==> config.mk <==
export PLATFORM = sky130hd
export DESIGN_NAME = irq_isr_ctrl
export DESIGN_NICKNAME = d
export VERILOG_FILES = /design/src/rtl/irq_isr_pkg.sv /design/src/rtl/irq_lowest_pick.sv /design/src/rtl/irq_pend_capture.sv /design/src/rtl/irq_inservice.sv /design/src/rtl/irq_isr_ctrl.sv
export SDC_FILE = /design/constraint.sdc
export NUM_CORES = 1
export LEC_CHECK = 0
export BUFFER_PORTS_ARGS = -buffer_cell sky130_fd_sc_hd__buf_2
export CAP_MARGIN = 20
export CORE_MARGIN = 3
export CORE_UTILIZATION = 50
export DETAILED_ROUTE_END_ITERATION = 7
export PLACE_DENSITY = 0.85
export SYNTH_ARGS = -nofsm -noshare
export SYNTH_HDL_FRONTEND = slang
export SYNTH_SLANG_ARGS = --single-unit
==> constraint.sdc <==
create_clock -name clk -period 3.3 [get_ports clk]
set_input_delay 0.66 -clock clk [delete_from_list [all_inputs] [get_ports clk]]
set_output_delay 0.66 -clock clk [all_outputs]
set_load 0.01 [all_outputs]
==> src/rtl/irq_isr_pkg.sv <==
package irq_isr_pkg;

  typedef enum logic [1:0] {
    EOI_NONE     = 2'd0,
    EOI_LOWEST   = 2'd1,
    EOI_TARGET   = 2'd2,
    EOI_RESERVED = 2'd3
  } eoi_kind_e;

  // Sort an incoming end-of-interrupt message into the action it asks for.
  function automatic eoi_kind_e eoi_classify(input logic valid,
                                             input logic specific,
                                             input logic all_ones);
    if (!valid)         return EOI_NONE;
    else if (!specific) return EOI_LOWEST;
    else if (all_ones)  return EOI_RESERVED;
    else                return EOI_TARGET;
  endfunction

endpackage

==> src/rtl/irq_lowest_pick.sv <==
module irq_lowest_pick #(
  parameter int W  = 16,
  parameter int IW = 4
) (
  input  logic [W-1:0]  vec,
  output logic          found,
  output logic [IW-1:0] idx
);
  // Scan from the top so the last hit written is the lowest index.
  always_comb begin
    found = 1'b0;
    idx   = '0;
    for (int i = W - 1; i >= 0; i--) begin
      if (vec[i]) begin
        found = 1'b1;
        idx   = IW'(i);
      end
    end
  end
endmodule

==> src/rtl/irq_pend_capture.sv <==
module irq_pend_capture #(
  parameter int NUM_VEC = 16
) (
  input  logic               clk,
  input  logic               rst_n,
  input  logic [NUM_VEC-1:0] req,
  input  logic [NUM_VEC-1:0] mask,
  input  logic [NUM_VEC-1:0] take,
  output logic [NUM_VEC-1:0] pend_q
);
  logic [NUM_VEC-1:0] req_q;
  logic [NUM_VEC-1:0] rise;

  // Only an unmasked low-to-high change of the raw line counts.
  assign rise = req & ~req_q & ~mask;

  always_ff @(posedge clk) begin
    if (!rst_n) begin
      req_q  <= '0;
      pend_q <= '0;
    end else begin
      req_q  <= req;
      pend_q <= (pend_q | rise) & ~take;
    end
  end
endmodule

==> src/rtl/irq_inservice.sv <==
module irq_inservice
  import irq_isr_pkg::*;
#(
  parameter int NUM_VEC = 16,
  parameter int ID_W    = 8
) (
  input  logic               clk,
  input  logic               rst_n,
  input  logic               eoi_valid,
  input  logic               eoi_specific,
  input  logic [ID_W-1:0]    eoi_vec,
  input  logic [NUM_VEC-1:0] set_bits,
  output logic [NUM_VEC-1:0] isr_q,
  output logic [NUM_VEC-1:0] isr_eff
);
  eoi_kind_e          kind;
  logic [NUM_VEC-1:0] lowest_bit;
  logic [NUM_VEC-1:0] target_bit;
  logic [NUM_VEC-1:0] eoi_clr;

  assign kind       = eoi_classify(eoi_valid, eoi_specific, &eoi_vec);
  // Two's-complement trick isolates the lowest set bit.
  assign lowest_bit = isr_q & (~isr_q + NUM_VEC'(1));

  genvar g;
  generate
    for (g = 0; g < NUM_VEC; g++) begin : g_tgt
      assign target_bit[g] = (eoi_vec == ID_W'(g));
    end
  endgenerate

  always_comb begin
    unique case (kind)
      EOI_LOWEST: eoi_clr = lowest_bit;
      EOI_TARGET: eoi_clr = target_bit;
      default:    eoi_clr = '0;
    endcase
  end

  // State seen by this cycle's forward decision: the EOI is already applied.
  assign isr_eff = isr_q & ~eoi_clr;

  always_ff @(posedge clk) begin
    if (!rst_n) isr_q <= '0;
    else        isr_q <= isr_eff | set_bits;
  end
endmodule

==> src/rtl/irq_isr_ctrl.sv <==
module irq_isr_ctrl
  import irq_isr_pkg::*;
#(
  parameter int NUM_VEC = 16,
  parameter int ID_W    = 8
) (
  input  logic               clk,
  input  logic               rst_n,
  input  logic [NUM_VEC-1:0] irq_req,
  input  logic [NUM_VEC-1:0] irq_mask,
  input  logic [NUM_VEC-1:0] irq_legacy,
  input  logic               eoi_valid,
  input  logic               eoi_specific,
  input  logic [ID_W-1:0]    eoi_vec,
  input  logic               cpu_ack_valid,
  input  logic [ID_W-1:0]    cpu_ack_vec,
  output logic [NUM_VEC-1:0] irq_ack,
  output logic               fwd_valid,
  output logic [ID_W-1:0]    fwd_vec
);
  localparam int IDX_W = (NUM_VEC > 1) ? $clog2(NUM_VEC) : 1;

  logic [NUM_VEC-1:0] pend_q;
  logic [NUM_VEC-1:0] isr_q;
  logic [NUM_VEC-1:0] isr_eff;
  logic [NUM_VEC-1:0] wait_q;
  logic [NUM_VEC-1:0] below_ceil;
  logic [NUM_VEC-1:0] eligible;
  logic [NUM_VEC-1:0] take_bit;
  logic [NUM_VEC-1:0] take_isr;
  logic [NUM_VEC-1:0] take_leg;
  logic [NUM_VEC-1:0] cpu_ack_hit;
  logic               ceil_found;
  logic [IDX_W-1:0]   ceil_idx;
  logic               take_found;
  logic [IDX_W-1:0]   take_idx;

  irq_pend_capture #(.NUM_VEC(NUM_VEC)) u_pend (
    .clk   (clk),
    .rst_n (rst_n),
    .req   (irq_req),
    .mask  (irq_mask),
    .take  (take_bit),
    .pend_q(pend_q)
  );

  irq_inservice #(.NUM_VEC(NUM_VEC), .ID_W(ID_W)) u_isr (
    .clk         (clk),
    .rst_n       (rst_n),
    .eoi_valid   (eoi_valid),
    .eoi_specific(eoi_specific),
    .eoi_vec     (eoi_vec),
    .set_bits    (take_isr),
    .isr_q       (isr_q),
    .isr_eff     (isr_eff)
  );

  // Priority ceiling: the highest-priority vector still in service.
  irq_lowest_pick #(.W(NUM_VEC), .IW(IDX_W)) u_ceil (
    .vec  (isr_eff),
    .found(ceil_found),
    .idx  (ceil_idx)
  );

  genvar g;
  generate
    for (g = 0; g < NUM_VEC; g++) begin : g_vec
      assign below_ceil[g]  = !ceil_found || (IDX_W'(g) < ceil_idx);
      assign cpu_ack_hit[g] = cpu_ack_valid && (cpu_ack_vec == ID_W'(g)) && wait_q[g];
    end
  endgenerate

  assign eligible = pend_q & ~irq_mask & ~isr_eff & ~wait_q & below_ceil;

  irq_lowest_pick #(.W(NUM_VEC), .IW(IDX_W)) u_take (
    .vec  (eligible),
    .found(take_found),
    .idx  (take_idx)
  );

  assign take_bit = eligible & (~eligible + NUM_VEC'(1));
  assign take_isr = take_bit & ~irq_legacy;
  assign take_leg = take_bit & irq_legacy;

  always_ff @(posedge clk) begin
    if (!rst_n) begin
      fwd_valid <= 1'b0;
      fwd_vec   <= '0;
      irq_ack   <= '0;
      wait_q    <= '0;
    end else begin
      fwd_valid <= take_found;
      fwd_vec   <= take_found ? ID_W'(take_idx) : '0;
      irq_ack   <= take_isr | cpu_ack_hit;
      wait_q    <= (wait_q | take_leg) & ~cpu_ack_hit;
    end
  end
endmodule

==> metrics.csv, run 1 <==
metric;value;unit
finalWorstSetupSlack;56.5;ps
fillers;718;
synth-simple-area-share;35.0;%
finish.utilization;71.9;%
critPathMaxFanout;8;
finalCriticalPeriod;3240;ps
crit_path_start_kind;input pin;
setup_viol;0;
place_congestion;0.962;
area_growth;36.3;%
track_usage;31.1;%
clkLatencyLatePin;370;ps
cts_setup_buffers;0;
regArea;1700;µm²
arrival;3530;ps
regToRegStartpoint;u_isr.isr_q[2];
tightest_slew;671;ps
std_cell_rows;34;
start_util;52.7;%
synth_compound_gate_area_share;25.4;%
tritoncts;built;
die_h;103;µm
io_pins;94;
path_class;input pin to flop;
io_buffers;89;
finalPower;2.38;mW
p_per_area;368;nW/µm²
syn_area;4730;µm²
finalMaxSlewViolations;0;
status;complete, no violations;
vdd_drop_max;300;µV
die_area;10700;µm²
synth_xor_area_share;0;%
min_from;wait_q[12];
synth_edf_count;0;
crit_required;3590;ps
drt-pass1-iter-count;5;
whs;485;ps
synth_top_family_by_area;simple AND/OR/NAND/NOR gates;
synth_most_common_cell;dfxtp_1;
coreArea;8980;µm²
ys_ff_latch;85;
cts_max_level;3;
dp_slack;-476;ps
postCtsHoldBufs;0;
ys_seq_area_share;35.9;%
drive_above_1_share;35.9;%
avgSynthCellArea;8.28;µm²
synth_fa_ha_area_share;0;%
cts_buffers;9;
synth_ff_type;dfxtp_1;
ys_top_cells_by_count;dfxtp_1, nor2_1, nand2_1, o21ai_0, nand3_1;
root_buffer;clkbuf_8;
rsz0062_at_grt;yes;
grt_pass1_vias;5281;
routed_wirelength;16.4;mm
synth_cell_types;78;
syn_inst;572;
drc;0;
placed_cell_area;6120;µm²
post_drt_via_cell_ratio;6.02;
antenna_cells;0;
skew;12.6;ps
period_share;98.3;%
final_area;6450;µm²
routedWlPerCell;18.3;µm
finalHoldViolCount;0;
maxCapViolations;0;
vias;5390;
die_w;103;µm
overflow;0;
yosys.area.top_type;dfxtp_1;
max_freq;308;MHz
synth_area_leaders;dfxtp_1, nor2_1, nand2_1;
p_leak;2.71;nW
slew_headroom;55.2;%
worstSetupEndpointType;flop;
clkSinkCount;85;
hpwl;12.5;mm
clkTransAtPathRegs;90;ps
synth.yosys.warnings;0;
muxShareOfSynthArea;0.211;%
drt-initial-drc-count;633;
grt_first_pass_wirelength;25.8;mm
async_flop_share;0;%
fin_nets;833;
grt_max_degree;41;
synth_top_cell_area_share;35.9;%
multi_input_area;3080;µm²
clock_path_buffers;2;
ant_nets;0;
cp-startpoint;eoi_vec[6];
hold_path.class;flop to flop;
antenna_found_initial;0;
final timing paths:
check                           slack (ps)          to  cells after the start
worst max-delay path                    60  wait_q[15]                     11
worst min-delay path                   480  wait_q[12]                      2
worst max register to register          90  fwd_vec[0]                     11
worst min register to register         480  wait_q[12]                      2
layout by cell type (no fill, tap or decap), types with 6 or more instances in the layout:
master / Yosys / final
a21boi_0: 20 / 19
a21oi_1: 19 / 19
a22oi_1: 7 / 7
a31oi_1: 11 / 8
and2_1: 24 / 24
and3_1: 6 / 6
buf_2: 5 / 89
buf_4: 4 / 115
clkbuf_8: 0 / 9
dfxtp_1: 85 / 85
inv_1: 7 / 7
nand2_1: 46 / 46
nand2b_1: 7 / 7
nand3_1: 29 / 29
nand4_1: 16 / 16
nor2_1: 49 / 47
nor2b_1: 18 / 18
nor3_1: 14 / 14
nor3b_1: 16 / 16
nor4_1: 8 / 6
o21a_1: 6 / 6
o21ai_0: 33 / 31
o31a_1: 7 / 7
o31ai_1: 10 / 6
or2_2: 7 / 6
or3_1: 11 / 10
cells by family after synthesis:
kind of cell           Yosys count
multiplexers                     1
AO/OA/AOI/OAI                  163
other                            1
flip-flops                      85
AND/OR/NAND/NOR                287
buffers and inverters           35
power breakdown:
group	total, mW	switching [mW]	internal (mW)
clock	0.720	0.432	0.288
combinational	0.556	0.298	0.258
sequential	1.10	0.0304	1.07
per-layer routing:
metal | wire, µm | GRT usage, %
met1 | 6780 | 41.2
met2 | 7780 | 50.7
met5 | 0 | 0
met3 | 1320 | 4.76
met4 | 527 | 12.5
layout make-up:
type,instances,share of cell area [%]
clock buffer,9,1.92
inverter,7,0.407
multi-input combinational,457,47.7
tap,126,2.44
sequential,85,26.4
timing repair buffer,204,20.3
clock inverter,7,0.872
worst max-delay path, cell delays in order:
cell and delay, ps:
buf_2 130, or4_4 630, o41a_1 460, o31ai_1 100, a2111o_1 270, a31oi_2 150
o221a_2 330, nor2_2 350, buf_4 220, nand3_1 60, a21boi_0 180
timing repair:
action	CTS	global route
pin swaps	0	3
gates resized for setup	3	23
endpoints found under the setup margin	12	32
gates cloned	0	2
through the flow:
step,TNS (ps),std cells
after detailed placement,-11470,877
after global placement,-10960,877
after floorplan,-179,575
after CTS,0,893
final,0,895
after global routing,-92.9,895
registers in the layout (all words and copies together) (netlist names):
signal	flops
irq_ack	16
u_isr.isr_q	16
u_pend.pend_q	16
u_pend.req_q	16
wait_q	16
fwd_vec	4
fwd_valid	1
(Power assumes the default switching activity.)
==> run 2: changes to the inputs <==
--- a/config.mk
+++ b/config.mk
@@ -10,7 +10,8 @@
 export CORE_MARGIN = 3
 export CORE_UTILIZATION = 50
 export DETAILED_ROUTE_END_ITERATION = 7
-export PLACE_DENSITY = 0.85
+export GPL_TIMING_DRIVEN = 0
+export PLACE_DENSITY = 0.76
 export SYNTH_ARGS = -nofsm -noshare
 export SYNTH_HDL_FRONTEND = slang
 export SYNTH_SLANG_ARGS = --single-unit
==> metrics.csv, run 2 (synthesis gave the netlist of run 1 again) <==
metric;value;unit
area_growth;34.5;%
hold_end;wait_q[13];
skew;15.7;ps
hold_path.class;flop to flop;
placed_cell_area;5390;µm²
clkSinkCount;85;
rsz0062_at_grt;yes;
routed_wirelength;17.3;mm
vias;5383;
drt-initial-drc-count;569;
crit_path_start_kind;input pin;
cts_max_level;3;
hpwl;11.8;mm
maxCapViolations;0;
reg2regPathDepth;10;
cpMostUsedCell;buf_6;
grt_pass1_vias;4803;
tightest_slew;740;ps
die_h;103;µm
hold_path_depth;2;
dp_slack;-761;ps
violations;negative setup slack;
p_leak;2.51;nW
routedWlPerCell;20.7;µm
rr_endpoint;u_isr.isr_q[12];
post_drt_via_cell_ratio;6.45;
final_cell_mix;buf_2, dfxtp_1, nor2_1, nand2_1, o21ai_0;
drt-pass1-iter-count;6;
finalWorstSetupSlack;-148;ps
start_util;52.7;%
place_congestion;1.01;
drc;0;
cts_buffers;9;
setup_viol;25;
slowest_delay;590;ps
antenna_found_initial;0;
die_w;103;µm
tritoncts;built;
finalPower;2.55;mW
crit_path_cell_trace;buf_6 -> or4_4 -> buf_6 -> o311ai_4 -> o2111ai_4 -> nor4_4 -> buf_4 -> buf_6 -> nand3_4 -> nand4_1 -> nor2_4 -> buf_6 -> nand4_1 -> o21ai_1;
vdd_drop_max;303;µV
finalMaxSlewViolations;0;
track_usage;30.4;%
finalCriticalPeriod;3450;ps
io_pins;94;
grt_max_degree;17;
crit_required;3560;ps
slew_headroom;50.6;%
critPathMaxFanout;6;
path_class;input pin to flop;
p_per_area;401;nW/µm²
die_area;10700;µm²
overflow;0;
std_cell_rows;34;
clkTransAtPathRegs;100;ps
coreArea;8980;µm²
rrSetupSlack;-70;ps
finalHoldViolCount;0;
max_freq;290;MHz
regToRegStartpoint;u_isr.isr_q[1];
ant_nets;0;
min_from;wait_q[13];
crit_path_top_delay_cell;or4_4;
final_area;6370;µm²
grt_first_pass_wirelength;25.0;mm
fin_nets;773;
arrival;3710;ps
layout_commonest_cell;buf_2;
period_share;104;%
worstSetupEndpointType;flop;
io_buffers;87;
clkLatencyLatePin;380;ps
clock_path_buffers;2;
status;complete, but fails checks;
root_buffer;clkbuf_8;
drive_above_1_share;33.9;%
fillers;698;
antenna_cells;0;
-- run 2: cell count changes in the layout (fill, tap and decap cells not counted), sizes merged --
| cell | delta |
|---|---|
| clkinv | -1 |
| inv | -1 |
| buf | -77 |
| or4 | -2 |
| clkbuf | +19 |
| bufinv | +1 |
| bufbuf | +1 |
-- run 2: final cells by class --
cell class	instances	area (µm²)	area share, %
multi-input cells	455	3380	53.2
repair buffers	120	742	11.7
flip-flops and latches	85	1700	26.8
clock inverters	6	76.3	1.20
clock buffers	10	138	2.16
plain buffers	26	139	2.18
inverters	7	26.3	0.413
well taps	126	158	2.48
-- run 2: what timing repair did --
item | CTS | global route
gates resized for setup | 36 | 76
hold buffers | 0 | 0
setup endpoints to repair | 37 | 40
pin swaps | 21 | 41
setup buffers | 19 | 12
gates cloned | 1 | 0
-- run 2: worst max-delay path by stage --
stage                           from               to  slack (ps)  cells after the start
after floorplan           eoi_vec[5]  u_isr.isr_q[12]         -70                     10
after global placement     eoi_valid      irq_ack[15]        -690                     11
after detailed placement   eoi_valid      irq_ack[15]        -760                     11
after CTS                 eoi_vec[6]      irq_ack[12]         -60                     10
after global routing       eoi_valid  u_isr.isr_q[12]        -190                     11
final                     eoi_vec[6]      irq_ack[15]        -150                     14
-- run 2: power breakdown --
part	internal [mW]	switching, mW	total [mW]
Combinational	0.267	0.361	0.628
Clock	0.386	0.440	0.825
Sequential	1.07	0.0259	1.10
Total	1.72	0.827	2.55
-- run 2: per-stage QoR --
step	hold slack, ps	std cells	utilization, %	TNS, ps
6_report	483	835	70.9	-1610
5_1_grt	492	835	70.9	-3180
4_1_cts	489	823	66.6	-210
3_5_place_dp	472	788	60.0	-24530
3_3_place_gp	464	788	60.0	-21570
2_1_floorplan	443	575	-	-179
-- run 2: worst max-delay path, delay by kind of cell --
kind / cells / cell delay, ps
compound gates: 3 / 700
buf+inv: 5 / 700
simple gates: 6 / 1640
-- run 2: routing by layer --
| layer | GRT usage, % | vias to the layer above | share of wire, % |
|---|---|---|---|
| met1 | 41.6 | 2505 | 40 |
| li1 | - | 2400 | - |
| met2 | 47.5 | 403 | 45 |
| met3 | 6.91 | 75 | 11 |
| met4 | 10.4 | 0 | 3.8 |
| met5 | 0 | - | 0 |
==> run 3: changes to the inputs <==
--- a/config.mk
+++ b/config.mk
@@ -8,10 +8,10 @@
 export BUFFER_PORTS_ARGS = -buffer_cell sky130_fd_sc_hd__buf_2
 export CAP_MARGIN = 20
 export CORE_MARGIN = 3
-export CORE_UTILIZATION = 50
+export CORE_UTILIZATION = 54
 export DETAILED_ROUTE_END_ITERATION = 7
 export GPL_TIMING_DRIVEN = 0
-export PLACE_DENSITY = 0.76
+export PLACE_DENSITY = 0.78
 export SYNTH_ARGS = -nofsm -noshare
 export SYNTH_HDL_FRONTEND = slang
 export SYNTH_SLANG_ARGS = --single-unit
==> constraint.sdc (replaced) <==
create_clock -name clk -period 3.4 [get_ports clk]
set_input_delay 0.68 -clock clk [delete_from_list [all_inputs] [get_ports clk]]
set_output_delay 0.68 -clock clk [all_outputs]
set_load 0.01 [all_outputs]
==> metrics.csv, run 3 (synthesis gave the netlist of run 1 again) <==
metric;value;unit
worstSetupEndpointType;flop;
rrSetupSlack;80;ps
top_usage_layer;met2;
die_area;9930;µm²
setup_viol;5;
clock_path_buffers;2;
instances_no_fill;808;
place_congestion;0.942;
finalMaxSlewViolations;0;
clkLatencyLatePin;380;ps
postCtsHoldBufs;0;
finalHoldViolCount;0;
overflow;0;
track_usage;32.2;%
status;complete, but fails checks;
grt_pass1_vias;4776;
finalWorstSetupSlack;-67.6;ps
hpwl;12.0;mm
io_pins;94;
cts_buffers;9;
post_drt_via_cell_ratio;6.38;
slowest_delay;530;ps
drc;0;
vias;5155;
rsz0062_at_grt;yes;
regToRegStartpoint;u_isr.isr_q[2];
crit_path_start_kind;input pin;
drive_above_1_share;30.0;%
arrival;3790;ps
antenna_found_initial;0;
grtUsageMet1;46.3;%
slew_headroom;44.6;%
layout_commonest_cell;buf_2;
period_share;102;%
routed_wirelength;16.3;mm
clkSinkCount;85;
crit_required;3720;ps
routedWlPerCell;20.2;µm
finalCriticalPeriod;3470;ps
min_from;wait_q[12];
grt_first_pass_wirelength;25.0;mm
use_met2;47.8;%
grt_max_degree;17;
root_buffer;clkbuf_8;
path_class;input pin to flop;
reg2regPathDepth;9;
area_growth;28.8;%
critical_path.endpoint;irq_ack[12];
coreArea;8380;µm²
p_per_area;389;nW/µm²
rr_endpoint;irq_ack[12];
crit_path_top_delay_cell;or4_4;
vdd_drop_max;271;µV
std_cell_rows;33;
placed_cell_area;5340;µm²
ant_nets;0;
fillers;688;
cts_max_level;3;
final_cell_mix;buf_2, dfxtp_1, nor2_1, nand2_1, o21ai_0;
start_util;56.5;%
tightest_slew;829;ps
drt-initial-drc-count;448;
cp-startpoint;eoi_vec[5];
critPathMaxFanout;6;
fin_nets;767;
dp_cells;768;
crit_path_cell_trace;buf_6 -> or4_4 -> buf_8 -> buf_12 -> o311ai_4 -> o2111ai_4 -> buf_6 -> nor4_4 -> nand2_2 -> or3_4 -> or4_4 -> a21boi_2;
finalSetupTns;-166;ps
die_h;99.6;µm
grt_use_met3;5.96;%
clkTransAtPathRegs;100;ps
skew;13.5;ps
die_w;99.6;µm
antenna_cells;0;
violations;negative setup slack;
io_buffers;87;
tritoncts;built;
final_area;6100;µm²
p_leak;2.41;nW
maxCapViolations;0;
drt-pass1-iter-count;6;
max_freq;288;MHz
hold_path.class;flop to flop;
[run 3: changes by cell type in the layout (fill, tap and decap cells not counted), sizes merged]
cell / before / now
buf: 127 / 121
bufbuf: 1 / 0
clkinvlp: 0 / 1
[run 3: report_power, final]
| part | total, mW | switching [mW] | leakage (nW) | internal [mW] |
|---|---|---|---|---|
| Combinational | 0.536 | 0.313 | 1.61 | 0.224 |
| Clock | 0.774 | 0.423 | 0.103 | 0.351 |
| Sequential | 1.06 | 0.0236 | 0.695 | 1.04 |
[run 3: critical path, delay by kind of cell]
kind,cells,cell delay (ps)
buffers and inverters,4,550
AND/OR/NAND/NOR,5,1910
AO/OA/AOI/OAI,3,640
[run 3: final cells by class]
class                      instances  area, µm²  area share [%]
multi-input combinational        455       3220            52.8
tap                              105        131            2.15
clock buffer                       9        124            2.03
clock inverter                     7       80.1            1.31
inverter                           7       26.3           0.431
timing repair buffer             112        652            10.7
buffer                            28        159            2.61
sequential                        85       1700            27.9
[run 3: per-layer routing]
layer,vias up,part of all wire (%)
li1,2386,-
met1,2441,45
met2,289,44
met3,39,8.2
met4,0,2.5
met5,-,0
[run 3: stage by stage]
stage	setup WS, ps	total power [mW]	hold slack, ps	util (%)
after floorplan	5.81	1.35	443	-
after global placement	-773	1.50	457	63.7
after detailed placement	-836	1.50	468	63.8
after CTS	-68.3	2.27	484	67.7
after global routing	-96.5	2.46	505	72.7
final	-67.6	2.37	483	72.7
[run 3: worst min-delay path by stage]
stage	to	slack, ps	cells past startpoint
CTS	wait_q[12]	480	2
detailed placement	wait_q[12]	470	2
finish	wait_q[12]	480	2
global placement	wait_q[12]	460	2
floorplan	wait_q[12]	440	2
global route	wait_q[12]	510	2
[run 3: timing repair]
| action | CTS | global route |
|---|---|---|
| pin swaps | 3 | 19 |
| resized for setup | 17 | 54 |
| setup endpoints to repair | 33 | 41 |
| setup buffers | 3 | 20 |
| gates cloned | 0 | 1 |
